===== config.mk =====
export PLATFORM = sky130hd
export DESIGN_NAME = afe_refresh_ctrl
export DESIGN_NICKNAME = d
export VERILOG_FILES = /design/src/rtl/afe_refresh_pkg.sv /design/src/rtl/afe_tick_counter.sv /design/src/rtl/afe_mode_fsm.sv /design/src/rtl/afe_hold_follow.sv /design/src/rtl/afe_refresh_ctrl.sv
export SDC_FILE = /design/constraint.sdc
export NUM_CORES = 1
export LEC_CHECK = 0
export BUFFER_PORTS_ARGS = -buffer_cell sky130_fd_sc_hd__buf_2
export CAP_MARGIN = 10
export CORE_MARGIN = 5
export CORE_UTILIZATION = 40
export DETAILED_ROUTE_END_ITERATION = 10
export PLACE_DENSITY = 0.61
export SYNTH_ARGS = -nofsm -noshare
export SYNTH_HDL_FRONTEND = slang
export SYNTH_SLANG_ARGS = --single-unit

===== constraint.sdc =====
create_clock -name clk -period 1.2 [get_ports clk]
set_input_delay 0.18 -clock clk [delete_from_list [all_inputs] [get_ports clk]]
set_output_delay 0.18 -clock clk [all_outputs]
set_load 0.03 [all_outputs]

===== src/rtl/afe_refresh_pkg.sv =====
`timescale 1ns/1ps
package afe_refresh_pkg;

  typedef enum logic [1:0] {
    ST_CONT    = 2'd0,
    ST_SLEEP   = 2'd1,
    ST_REFRESH = 2'd2
  } afe_state_e;

endpackage


===== src/rtl/afe_tick_counter.sv =====
`timescale 1ns/1ps
// Wrapping tick counter: 'last' is high on the final count of LIMIT.
module afe_tick_counter #(
  parameter int unsigned LIMIT = 4
) (
  input  logic clk,
  input  logic rst_n,
  input  logic clr,
  input  logic run,
  output logic last
);

  localparam int unsigned    CW       = (LIMIT > 1) ? $clog2(LIMIT) : 1;
  localparam logic [CW-1:0]  LAST_VAL = CW'(LIMIT - 1);

  logic [CW-1:0] cnt_q;
  logic [CW-1:0] cnt_d;
  logic          cnt_en;

  assign last   = (cnt_q == LAST_VAL);
  assign cnt_en = clr | run;

  always_comb begin
    cnt_d = cnt_q;
    if (clr) begin
      cnt_d = '0;
    end else if (run) begin
      cnt_d = last ? '0 : cnt_q + CW'(1);
    end
  end

  always_ff @(posedge clk or negedge rst_n) begin
    if (!rst_n) begin
      cnt_q <= '0;
    end else if (cnt_en) begin
      cnt_q <= cnt_d;
    end
  end

endmodule


===== src/rtl/afe_mode_fsm.sv =====
`timescale 1ns/1ps
// Continuous / sleep / refresh sequencer. Undervoltage has top priority.
module afe_mode_fsm
  import afe_refresh_pkg::*;
(
  input  logic       clk,
  input  logic       rst_n,
  input  logic       uv_flag,
  input  logic       release_stb,
  input  logic       period_last,
  input  logic       burst_last,
  output afe_state_e state_q
);

  afe_state_e state_d;

  always_comb begin
    state_d = state_q;
    if (uv_flag) begin
      state_d = ST_CONT;
    end else begin
      unique case (state_q)
        ST_CONT:    if (release_stb) state_d = ST_SLEEP;
        ST_SLEEP:   if (period_last) state_d = ST_REFRESH;
        ST_REFRESH: if (burst_last)  state_d = ST_SLEEP;
        default:    state_d = ST_CONT;
      endcase
    end
  end

  always_ff @(posedge clk or negedge rst_n) begin
    if (!rst_n) begin
      state_q <= ST_CONT;
    end else begin
      state_q <= state_d;
    end
  end

endmodule


===== src/rtl/afe_hold_follow.sv =====
`timescale 1ns/1ps
// One-clock follower per sample-and-hold switch; closed after reset.
module afe_hold_follow #(
  parameter int unsigned N_SW = 2
) (
  input  logic            clk,
  input  logic            rst_n,
  input  logic [N_SW-1:0] gate_in,
  output logic [N_SW-1:0] hold_q
);

  for (genvar i = 0; i < N_SW; i++) begin : g_sw
    always_ff @(posedge clk or negedge rst_n) begin
      if (!rst_n) begin
        hold_q[i] <= 1'b1;
      end else begin
        hold_q[i] <= gate_in[i];
      end
    end
  end

endmodule


===== src/rtl/afe_refresh_ctrl.sv =====
`timescale 1ns/1ps
module afe_refresh_ctrl
  import afe_refresh_pkg::*;
#(
  parameter int unsigned PERIOD_TICKS = 3_000_000,
  parameter int unsigned BURST_TICKS  = 5_000
) (
  input  logic clk,
  input  logic rst_n,
  input  logic uv_flag,
  input  logic rst_released,
  output logic div_en,
  output logic ref_en,
  output logic hold_div,
  output logic hold_ref,
  output logic refresh_active
);

  localparam int unsigned N_GATED = 2;

  logic [1:0]         rsync_q;
  logic               rst_core_n;
  afe_state_e         state_q;
  logic               period_last;
  logic               burst_last;
  logic               gate_on;
  logic [N_GATED-1:0] hold_vec;

  // asynchronous assertion, synchronous release
  always_ff @(posedge clk or negedge rst_n) begin
    if (!rst_n) begin
      rsync_q <= 2'b00;
    end else begin
      rsync_q <= {rsync_q[0], 1'b1};
    end
  end
  assign rst_core_n = rsync_q[1];

  afe_mode_fsm u_fsm (
    .clk         (clk),
    .rst_n       (rst_core_n),
    .uv_flag     (uv_flag),
    .release_stb (rst_released),
    .period_last (period_last),
    .burst_last  (burst_last),
    .state_q     (state_q)
  );

  // period runs from sleep entry and keeps running through each burst
  afe_tick_counter #(.LIMIT(PERIOD_TICKS)) u_period (
    .clk   (clk),
    .rst_n (rst_core_n),
    .clr   (state_q == ST_CONT),
    .run   (state_q != ST_CONT),
    .last  (period_last)
  );

  afe_tick_counter #(.LIMIT(BURST_TICKS)) u_burst (
    .clk   (clk),
    .rst_n (rst_core_n),
    .clr   (state_q != ST_REFRESH),
    .run   (1'b1),
    .last  (burst_last)
  );

  // undervoltage reopens the front end without waiting for a clock edge
  assign gate_on        = uv_flag | (state_q != ST_SLEEP);
  assign div_en         = gate_on;
  assign ref_en         = gate_on;
  assign refresh_active = (state_q == ST_REFRESH);

  afe_hold_follow #(.N_SW(N_GATED)) u_hold (
    .clk     (clk),
    .rst_n   (rst_core_n),
    .gate_in ({N_GATED{gate_on}}),
    .hold_q  (hold_vec)
  );

  assign hold_div = hold_vec[0];
  assign hold_ref = hold_vec[1];

endmodule


* Yosys cells after proc, flatten, opt, wreduce, memory -nomap -nowiden *
Cells that the tools add are included.

word-level totals
  flip-flop bits (word level) = 40
  output and inout bits = 5
  logic and storage cells = 33

operators by class
  $add $sub $neg = 2
  equal/unequal tests = 9
  mux-type cells = 10
  bitwise gates (word level) = 2
  reduce and logical (&&, ||, !) cells = 5

operator list
  kind                   count
  $mux 22                3
  $mux 13                2
  $add 22x1->22 const B  1
  $eq 22x22->1 const B   1
  $add 13x1->13 const B  1
  $eq 13x13->1 const B   1
  $mux 2                 4
  $ne 3x2->1 const B     2
  $pmux 2 s3             1
  $reduce_bool 2->1      2
  $ne 3x3->1 const B     1
  $reduce_and 3->1       1
  $eq 2x1->1 const B     1
  $eq 2x2->1 const B     1
  $logic_not 2->1        1
  $ne 2x1->1 const B     1
  $ne 2x2->1 const B     1
  $or 1x1->1             2
  $reduce_and 2->1       1

* Logic depth before layout (Yosys ltp) *
Gate-level depths: netlist (run 1).

  depth in word-level cells = 4
  depth in mapped cells = 6

* Hierarchy *
A second synthesis (run 1) with hierarchy kept.

unflattened totals
  cell total of the unflattened synthesis = 271
  area total of the unflattened synthesis = 2,429.8 µm²

by module, submodules not included
  module                        instances  cells each  area an instance (µm²)  seq. area each (µm²)
  afe_tick_counter at u_period  1          172         1,423.9                 550.5
  afe_tick_counter at u_burst   1          79          757.0                   325.3
  afe_mode_fsm                  1          9           101.3                   50.0
  afe_refresh_ctrl              1          9           95.1                    50.0
  afe_hold_follow               1          2           52.6                    52.6

* Worst setup path after synthesis (run 1) *
Ideal clock, no wire load.

  path kind = register to register
  from = register u_period.cnt_q[0]
  to = register u_period.cnt_q[20]
  library setup time = 0.078 ns
  arrival time = 1.910 ns
  data required time = 1.122 ns
  setup slack = -0.788 ns
  cell stages (with the launch flop) = 7
  buffers on the path = 1
  clock period less this slack = 1.988 ns
  path through = dfrtp_1 ha_1 nand2_1 or4_1 clkbuf_2 or4_1 a21oi_1

between the ends
  word-level cells in the longest chain between the ends = 4
  elaborated cells on any way between the ends = 5

RTL lines
  what                                           line                                            RTL
  from (decl)                                    afe_tick_counter.sv:16                          logic [CW-1:0] cnt_q;
  from (signal assigned)                         afe_tick_counter.sv:36                          cnt_q <= cnt_d;
  $add 22x1->22 or $eq 22x22->1 (tied branches)  afe_tick_counter.sv:28, afe_tick_counter.sv:20
  $mux 22 (*)                                    afe_tick_counter.sv:28                          cnt_d = last ? '0 : cnt_q + CW'(1);
  $mux 22 (*)                                    afe_tick_counter.sv:27                          end else if (run) begin
  $mux 22 (*)                                    afe_tick_counter.sv:25                          if (clr) begin
  named net u_period.cnt_d[20]                   afe_tick_counter.sv:17                          logic [CW-1:0] cnt_d;

The timed path passes the listed nets; every way through them passes the cells marked *. The select of a mux whose other input is x is not followed.
A chain may end at the register's enable or synchronous reset.

* Final worst setup path (run 1) *
  from = register u_period.cnt_q[4]
  to = register u_period.cnt_q[17]

Same word-level chain as after synthesis.

==> results of run 1 <==
cells in the mapped netlist:
master	count
nand4_1	8
o21ai_0	6
nor4b_1	1
nor2_1	28
or3_1	4
inv_1	6
nor2b_1	2
nor4_1	4
a21oi_1	13
nand2_1	10
buf_2	2
conb_1	1
and3_1	2
or3b_2	1
and2_1	4
or4b_2	1
nand3_1	11
clkbuf_1	3
nand3_4	1
nand2b_1	2
and3_2	1
or4_2	1
dfstp_2	1
xor2_1	8
or4_1	6
o31ai_1	5
or3_2	2
dfrtp_1	39
ha_1	2
nor3_1	6
clkbuf_2	1
xnor2_1	13
nor3b_1	1
buf_4	2
o22ai_1	1
metrics by stage:
stage	worst slack [ns]	hold slack [ns]	utilization, %
CTS	-0.553	0.0451	60.3
detailed placement	-0.696	-0.0323	53.5
floorplan	-0.668	-0.116	-
global route	-0.626	0.0465	63.7
global placement	-0.653	-0.0344	53.5
finish	-0.566	0.0593	63.7
cell families after synthesis:
group	count (synthesis)	share of synthesized area [%]
xor gates and xnor gates	21	9.50
adders and majority gates	2	1.29
buffers and inverters	14	3.29
DFF	40	51.7
other	1	0.194
AOI/OAI and AO/OA	25	7.17
and+or+nand+nor	96	26.8
cell type report:
class                           count  area, um^2  area share, %
Sequential cell                    40        1010           33.4
Clock buffer                        6        82.6           2.74
Inverter                            6        22.5          0.748
Tap cell                           67        83.8           2.78
Clock inverter                      2        15.0          0.499
Timing Repair Buffer               81         673           22.4
Multi-Input combinational cell    147        1130           37.4
worst reg2reg max path, stage by stage, from the launching register on:
cell and delay (ns):
dfrtp_1 0.40, nand3_4 0.10, or4_4 0.56, or4_1 0.49
a21oi_1 0.15
sequential cells by signal, summed over array words and instances, names as in the netlist:
signal,cells
u_period.cnt_q,22
u_fsm.state_q,2
rsync_q,2
u_burst.cnt_q,13
u_hold.hold_q,1
report_power, final:
| group | internal [mW] | switching, mW | leakage [nW] | total (mW) |
|---|---|---|---|---|
| clock network | 0.466 | 0.488 | 0.0434 | 0.953 |
| logic | 0.0967 | 0.0978 | 0.643 | 0.195 |
| registers | 1.36 | 0.0156 | 0.544 | 1.38 |
timing repair:
action / 4_1_cts / 5_1_grt
pin swaps: 10 / 10
buffers inserted: 9 / 8
endpoints found under the setup margin: 41 / 41
resized for setup: 36 / 27
hold buffers: 1 / 0
endpoints found under the hold margin: 2 / 0
gates cloned: 2 / 0
metal layers:
metal / vias to the layer above / global-route usage [%] / wire length [um]
li1: 864 / - / -
met1: 819 / 22.5 / 2270
met2: 26 / 27.5 / 2210
met3: 4 / 3.50 / 114
met4: 0 / 5.67 / 51
met5: - / 0 / 0
worst max-delay path by stage:
stage                                 start                  to  slack (ns)  depth (start not counted)
after detailed placement  u_period.cnt_q[4]  u_period.cnt_q[17]       -0.70                          4
after global routing      u_period.cnt_q[2]  u_period.cnt_q[21]       -0.63                          4
final                     u_period.cnt_q[4]  u_period.cnt_q[17]       -0.57                          4
after floorplan           u_period.cnt_q[2]  u_period.cnt_q[20]       -0.67                          5
after global placement    u_period.cnt_q[3]  u_period.cnt_q[21]       -0.65                          4
after CTS                 u_period.cnt_q[0]  u_period.cnt_q[20]       -0.55                          5
==> flow_summary.yaml, run 1 <==
synthesis:
  synth_warnings: 0
  synth_area_leaders: "dfrtp_1, xnor2_1, nor2_1, xor2_1, a21oi_1"
  yosys_register_bits: 40
  synthCells: 199
  avgSynthCellArea_um2: 9.73
  syn_area_um2: 1940
  synth_cell_types: 35
  synthesis.nets: 205
  ys_seq_area_share_pct: 51.7
  yosys.area.top_type: "dfrtp_1"
  synth_top_area_share_pct: 50.4
floorplan:
  start_util_pct: 41.0
  io_pins: 9
  fp-row-count: 25
  core_area_um2: 4720
  die_h_um: 79.6
  die-area_um2: 6330
  die_w_um: 79.6
run:
  maxCapViolCount: 0
final_layout:
  final_layout_size_suffix_gt1_share_pct: 50.7
  nets: 287
  final_common_cell: "buf_4"
  area_delta_synth_final_pct: 55.4
  layout_common_cells: "buf_4, dfrtp_1, nor2_1, xnor2_1, buf_6"
  antenna_cells: 0
  fin_area_um2: 3010
  instances_no_fill: 349
  fillCellCount: 373
clock_network:
  cts_sinks: 40
  path_clk_slew_ns: 0.09
  clockRootBuffer: "clkbuf_8"
  ctsLongestPathBuffers: 2
  cts-buffers-inserted: 5
  h-tree-depth: 2
  clock_latency_ns: 0.29
  cts_tree: "yes"
sta:
  fin_crit_ns: 1.77
  rsz0062_at_grt: "yes"
  setup_violations: 39
  worst_slack_ns: -0.566
  fmaxAchievable_ghz: 0.566
  min_period_over_period_pct: 147
  clock_skew_ns: 0.0115
  slew_violations: 0
  report.final.hold_viol_count: 0
  fin_tns_setup_ns: -14.57
global_route:
  antenna_found_initial: 0
  grt_pass1_wl_um: 8330
  gr-total-overflow: 0
  grt_pass1_vias: 1794
  grt_max_degree: 39
  globalRouteTotalUtil_pct: 17.0
critical_path:
  path_max_fanout: 5
  cp_top_family: "simple AND/OR/NAND/NOR gates"
  arrival_ns: 1.98
  cp_num_buf_inv: 0
  critPathSlowestCell: "or4_4"
  worstPathRequired_ns: 1.42
  rr_startpoint: "u_period.cnt_q[4]"
  crit_type: "reg -> reg"
  cpPeakStageDelay_ns: 0.56
  rr_endpoint: "u_period.cnt_q[17]"
  path_cells: "nand3_4 > or4_4 > or4_1 > a21oi_1"
  endpoint_kind: "register"
  r2r_cells: 4
  startpoint_type: "register"
  rrSetupSlack_ns: -0.57
worst_hold_path:
  min_from: "uv_flag"
  hold_depth: 2
  worstHoldPathType: "in -> reg"
  min_to: "u_fsm.state_q[1]"
placed_design:
  io_buffers: 8
  hpwlAfterDp_um: 2950
  placed_area_um2: 2530
  gp_congestion: 0.756
  placed_cells: 322
drt:
  route.detailed.drc: 0
  firstDrtPassIters: 4
  vias: 1713
  drt_iter0_drc: 69
  totalWireLength_um: 4640
  viasPerCell: 4.91
  avgRoutedWirePerCell_um: 13.3
  ant_nets: 0
power:
  p_per_area_nw_per_um2: 839
  p_total_mw: 2.53
  ir_drop_v: 0.000557
  leakage_nw: 1.23
run_status:
  violations: "setup timing"
  status: "complete, but fails checks"
Note: power is estimated with default switching activity, not from simulation.
==> inputs of run 2 (changes only) <==
- GPL_TIMING_DRIVEN: not set -> 0
==> flow_summary.yaml, run 2 (synthesis gave the netlist of run 1 again) <==
sta:
  rsz0062_at_grt: "yes"
  worst-slew-pin-transition_ns: 0.842
  slew_violations: 0
  setup_violations: 40
  fin_crit_ns: 1.84
  report.final.hold_viol_count: 0
  worst_slack_ns: -0.636
  slew_headroom_pct: 43.9
  fmaxAchievable_ghz: 0.545
  min_period_over_period_pct: 153
  fin_tns_setup_ns: -17.64
  clock_skew_ns: 0.0124
clock_network:
  cts_sinks: 40
  clock_latency_ns: 0.29
  ctsLongestPathBuffers: 2
  clockRootBuffer: "clkbuf_8"
  path_clk_slew_ns: 0.08
  cts_tree: "yes"
  cts-buffers-inserted: 5
  h-tree-depth: 2
final_layout:
  nets: 265
  area_delta_synth_final_pct: 49.9
  reg_top3: "u_period.cnt_q (22), u_burst.cnt_q (13)"
  regMostFlops: "u_period.cnt_q"
  instances_no_fill: 327
  final_layout_size_suffix_gt1_share_pct: 49.2
  final_common_cell: "buf_4"
  largest_reg_flops: 22
  layout_common_cells: "buf_4, dfrtp_1, nor2_2, xnor2_1, buf_6"
  antenna_cells: 0
power:
  switchingPower_uw: 585
  p_int_mw: 2.00
  p_comb_share_pct: 7.8
  leakage_nw: 1.15
  p_per_area_nw_per_um2: 890
  seqPwrFrac_pct: 54.3
  p_total_mw: 2.58
  p_sw_share_pct: 22.7
  ir_drop_v: 0.000705
  clkPwrFrac_pct: 37.9
critical_path:
  arrival_ns: 2.06
  path_max_fanout: 3
  rr_startpoint: "u_period.cnt_q[12]"
  startpoint: "u_period.cnt_q[12]"
  startpoint_type: "register"
  endpoint_kind: "register"
  worstPathRequired_ns: 1.42
  crit_type: "reg -> reg"
floorplan:
  start_util_pct: 41.0
  fp-row-count: 25
  die_w_um: 79.6
  die_h_um: 79.6
  core_area_um2: 4720
  io_pins: 9
  die-area_um2: 6330
run_status:
  status: "complete, but fails checks"
  violations: "setup timing"
global_route:
  globalRouteTotalUtil_pct: 15.1
  antenna_found_initial: 0
  gr-total-overflow: 0
  grt_pass1_vias: 1559
  grt_pass1_wl_um: 7460
  grt_max_degree: 39
drt:
  drt_iter0_drc: 120
  route.detailed.drc: 0
  ant_nets: 0
  viasPerCell: 5.26
  avgRoutedWirePerCell_um: 15.4
  vias: 1720
  totalWireLength_um: 5030
  firstDrtPassIters: 4
placed_design:
  gp_congestion: 0.752
  placed_cells: 274
  dp_slack_ns: -0.799
  hpwlAfterDp_um: 2490
  io_buffers: 8
run:
  maxCapViolCount: 0
worst_hold_path:
  min_from: "uv_flag"
  worstHoldPathType: "in -> reg"
-- run 2: changes by cell type in the layout (fill, tap and decap cells not counted), moves of 3 or more --
cell     delta
buf_8       +3
nor2_1     -16
a21oi_1     +5
buf_4      -30
a21oi_2     -5
dfrtp_2     +4
nor2_2     +15
dfrtp_1     -4
-- run 2: final timing paths --
path                                       to  slack (ns)  depth (start not counted)
max                        u_period.cnt_q[20]       -0.64                          4
min                          u_fsm.state_q[1]        0.07                          2
max reg2reg                u_period.cnt_q[20]       -0.64                          4
min reg2reg                        rsync_q[1]        0.35                          0
max in group asynchronous   u_period.cnt_q[0]        0.24                          0
min in group asynchronous          rsync_q[0]        0.21                          2
-- run 2: metrics by stage --
| step | hold WS (ns) | utilization, % | cell area (um^2) |
|---|---|---|---|
| final | 0.0733 | 61.5 | 2900 |
| after global routing | 0.0640 | 61.5 | 2900 |
| after CTS | 0.0634 | 55.0 | 2600 |
| after detailed placement | -0.0316 | 45.6 | 2150 |
| after global placement | -0.0330 | 45.6 | 2150 |
| after floorplan | -0.116 | - | 2030 |
-- run 2: layer usage --
metal	up-vias	routed length (um)	GRT usage, %
met5	-	0	0
met4	0	78	4.12
met3	10	231	3.84
met2	48	2400	23.9
met1	845	2310	20.3
li1	817	-	-
-- run 2: final cells by class --
type,instances,area (um^2)
multi-input combinational,146,1110
inverter,6,22.5
timing repair buffer,54,509
buffer,6,68.8
tap,67,83.8
fill,366,1820
clock buffer,8,100
sequential,40,1010
-- run 2: critical path: stages (launching register included) --
cell and delay [ns]:
dfrtp_1 0.41, nand2_1 0.15, or4_4 0.56, or4_4 0.50, a21oi_2 0.14
-- run 2: timing repair --
action | CTS | global route
endpoints found under the setup margin | 40 | 40
cloned | 1 | 3
setup buffers | 24 | 20
gates resized for setup | 36 | 42
hold buffers | 1 | 0
pin swaps | 10 | 15
endpoints found under the hold margin | 2 | 0
-- run 2: power by group through the flow --
stage          combinational [mW]  clock (mW)  sequential, mW
3_3_place_gp                0.100           0            1.43
2_1_floorplan              0.0695           0            1.42
6_report                    0.202       0.978            1.40
4_1_cts                     0.127        1.01            1.40
5_1_grt                     0.213        1.08            1.41
3_5_place_dp               0.0994           0            1.43
==> inputs of run 3 (changes only) <==
--- a/constraint.sdc
+++ b/constraint.sdc
@@ -3,2 +3,2 @@
 set_output_delay 0.18 -clock clk [all_outputs]
-set_load 0.03 [all_outputs]
+set_load 0.02 [all_outputs]
==> flow_summary.yaml, run 3 (synthesis gave the netlist of run 1 again) <==
clock_network:
  ctsLongestPathBuffers: 2
  cts_sinks: 40
  path_clk_slew_ns: 0.09
  cts-buffers-inserted: 5
  h-tree-depth: 2
  clockRootBuffer: "clkbuf_8"
  cts_tree: "yes"
  clock_latency_ns: 0.30
global_route:
  grt_pass1_wl_um: 7360
  globalRouteTotalUtil_pct: 15.2
  grt_max_degree: 39
  gr-total-overflow: 0
  grt_pass1_vias: 1471
  antenna_found_initial: 0
final_layout:
  nets: 264
  final_layout_size_suffix_gt1_share_pct: 48.3
  largest_reg_flops: 22
  area_delta_synth_final_pct: 46.4
  layout_common_cells: "buf_4, dfrtp_1, buf_6, nor2_1, nor2_2"
  reg_top3: "u_period.cnt_q (22), u_burst.cnt_q (13)"
  fillCellCount: 387
  finalCoreUtilization_pct: 60.0
  regMostFlops: "u_period.cnt_q"
  antenna_cells: 0
  final_common_cell: "buf_4"
power:
  p_per_area_nw_per_um2: 912
  ir_drop_v: 0.000689
  leakage_nw: 1.12
critical_path:
  startpoint: "u_period.cnt_q[4]"
  path_max_fanout: 5
  arrival_ns: 2.13
  worstPathRequired_ns: 1.43
  crit_type: "reg -> reg"
  rr_startpoint: "u_period.cnt_q[4]"
  startpoint_type: "register"
  endpoint_kind: "register"
drt:
  ant_nets: 0
  wl_met3_um: 124
  top_layer_used: "met4"
  drt_iter0_drc: 56
  wl_met2_um: 2280
  vias: 1648
  met1Wirelength_um: 2120
  avgRoutedWirePerCell_um: 14.2
  route.detailed.drc: 0
  viasPerCell: 5.06
  totalWireLength_um: 4620
  firstDrtPassIters: 4
sta:
  slew_headroom_pct: 43.8
  min_period_over_period_pct: 159
  worst-slew-pin-transition_ns: 0.844
  slew_violations: 0
  setup_violations: 40
  report.final.hold_viol_count: 0
  fin_crit_ns: 1.90
  fmaxAchievable_ghz: 0.525
  clock_skew_ns: 0.0101
  worst_slack_ns: -0.703
  rsz0062_at_grt: "yes"
placed_design:
  gp_congestion: 0.756
  hpwlAfterDp_um: 2470
  io_buffers: 8
  dp_slack_ns: -0.808
floorplan:
  die_h_um: 79.6
  die-area_um2: 6330
  core_area_um2: 4720
  io_pins: 9
  die_w_um: 79.6
  fp-row-count: 25
  start_util_pct: 41.0
worst_hold_path:
  worstHoldPathType: "in -> reg"
  min_from: "uv_flag"
run_status:
  violations: "setup timing"
  status: "complete, but fails checks"
run:
  maxCapViolCount: 0
==> run 3: report_power, final <==
| group | switching [mW] | leakage [nW] | total [mW] | internal [mW] |
|---|---|---|---|---|
| clock | 0.522 | 0.0434 | 0.988 | 0.466 |
| sequential | 0.0387 | 0.536 | 1.40 | 1.36 |
| combinational | 0.0828 | 0.539 | 0.196 | 0.113 |
| total | 0.643 | 1.12 | 2.58 | 1.94 |
==> run 3: repair_timing <==
| item | 4_1_cts | 5_1_grt |
|---|---|---|
| setup buffers | 19 | 22 |
| endpoints found under the setup margin | 40 | 41 |
| hold buffers | 1 | 0 |
| pin swaps | 8 | 14 |
| cloned | 3 | 1 |
| gates resized for setup | 32 | 45 |
| endpoints found under the hold margin | 2 | 0 |
==> run 3: area by class of cell <==
cell class	count	area (um^2)	share of cell area, %
clock inverters	2	15.0	0.530
clock buffers	6	82.6	2.91
multi-input cells	145	1080	38.0
repair buffers	53	462	16.3
plain buffers	7	80.1	2.82
inverters	6	22.5	0.794
flip-flops and latches	40	1010	35.7
well taps	67	83.8	2.96
==> run 3: worst paths after layout <==
check	endpoint	slack [ns]	depth (start not counted)
min	u_fsm.state_q[1]	0.05	2
max in group asynchronous	u_period.cnt_q[1]	0.23	0
min reg2reg	rsync_q[1]	0.35	0
min in group asynchronous	rsync_q[1]	0.18	2
max	u_period.cnt_q[17]	-0.70	5
max reg2reg	u_period.cnt_q[17]	-0.70	5
==> run 3: per-stage QoR <==
stage | TNS, ns | instances | cell area, um^2 | power (mW) | hold slack (ns)
final | -18.23 | 326 | 2840 | 2.58 | 0.0505
after detailed placement | -17.40 | 274 | 2150 | 1.52 | -0.0330
after CTS | -19.83 | 305 | 2530 | 2.56 | 0.0418
after floorplan | -11.64 | 199 | 2030 | 1.48 | -0.116
after global placement | -35.47 | 274 | 2150 | 1.52 | -0.0339
after global routing | -20.91 | 326 | 2840 | 2.69 | 0.0555
==> run 3: per-layer routing <==
metal / GRT usage (%) / up-vias
met5: 0 / -
met4: 7.22 / 0
met3: 3.39 / 8
met2: 23.5 / 21
met1: 20.0 / 806
li1: - / 813
==> run 3: critical path, stage by stage, from the launching register on <==
cell,delay (ns)
dfrtp_1,0.43
nand3_4,0.11
or4_4,0.55
buf_6,0.14
or4_4,0.47
a21oi_1,0.13
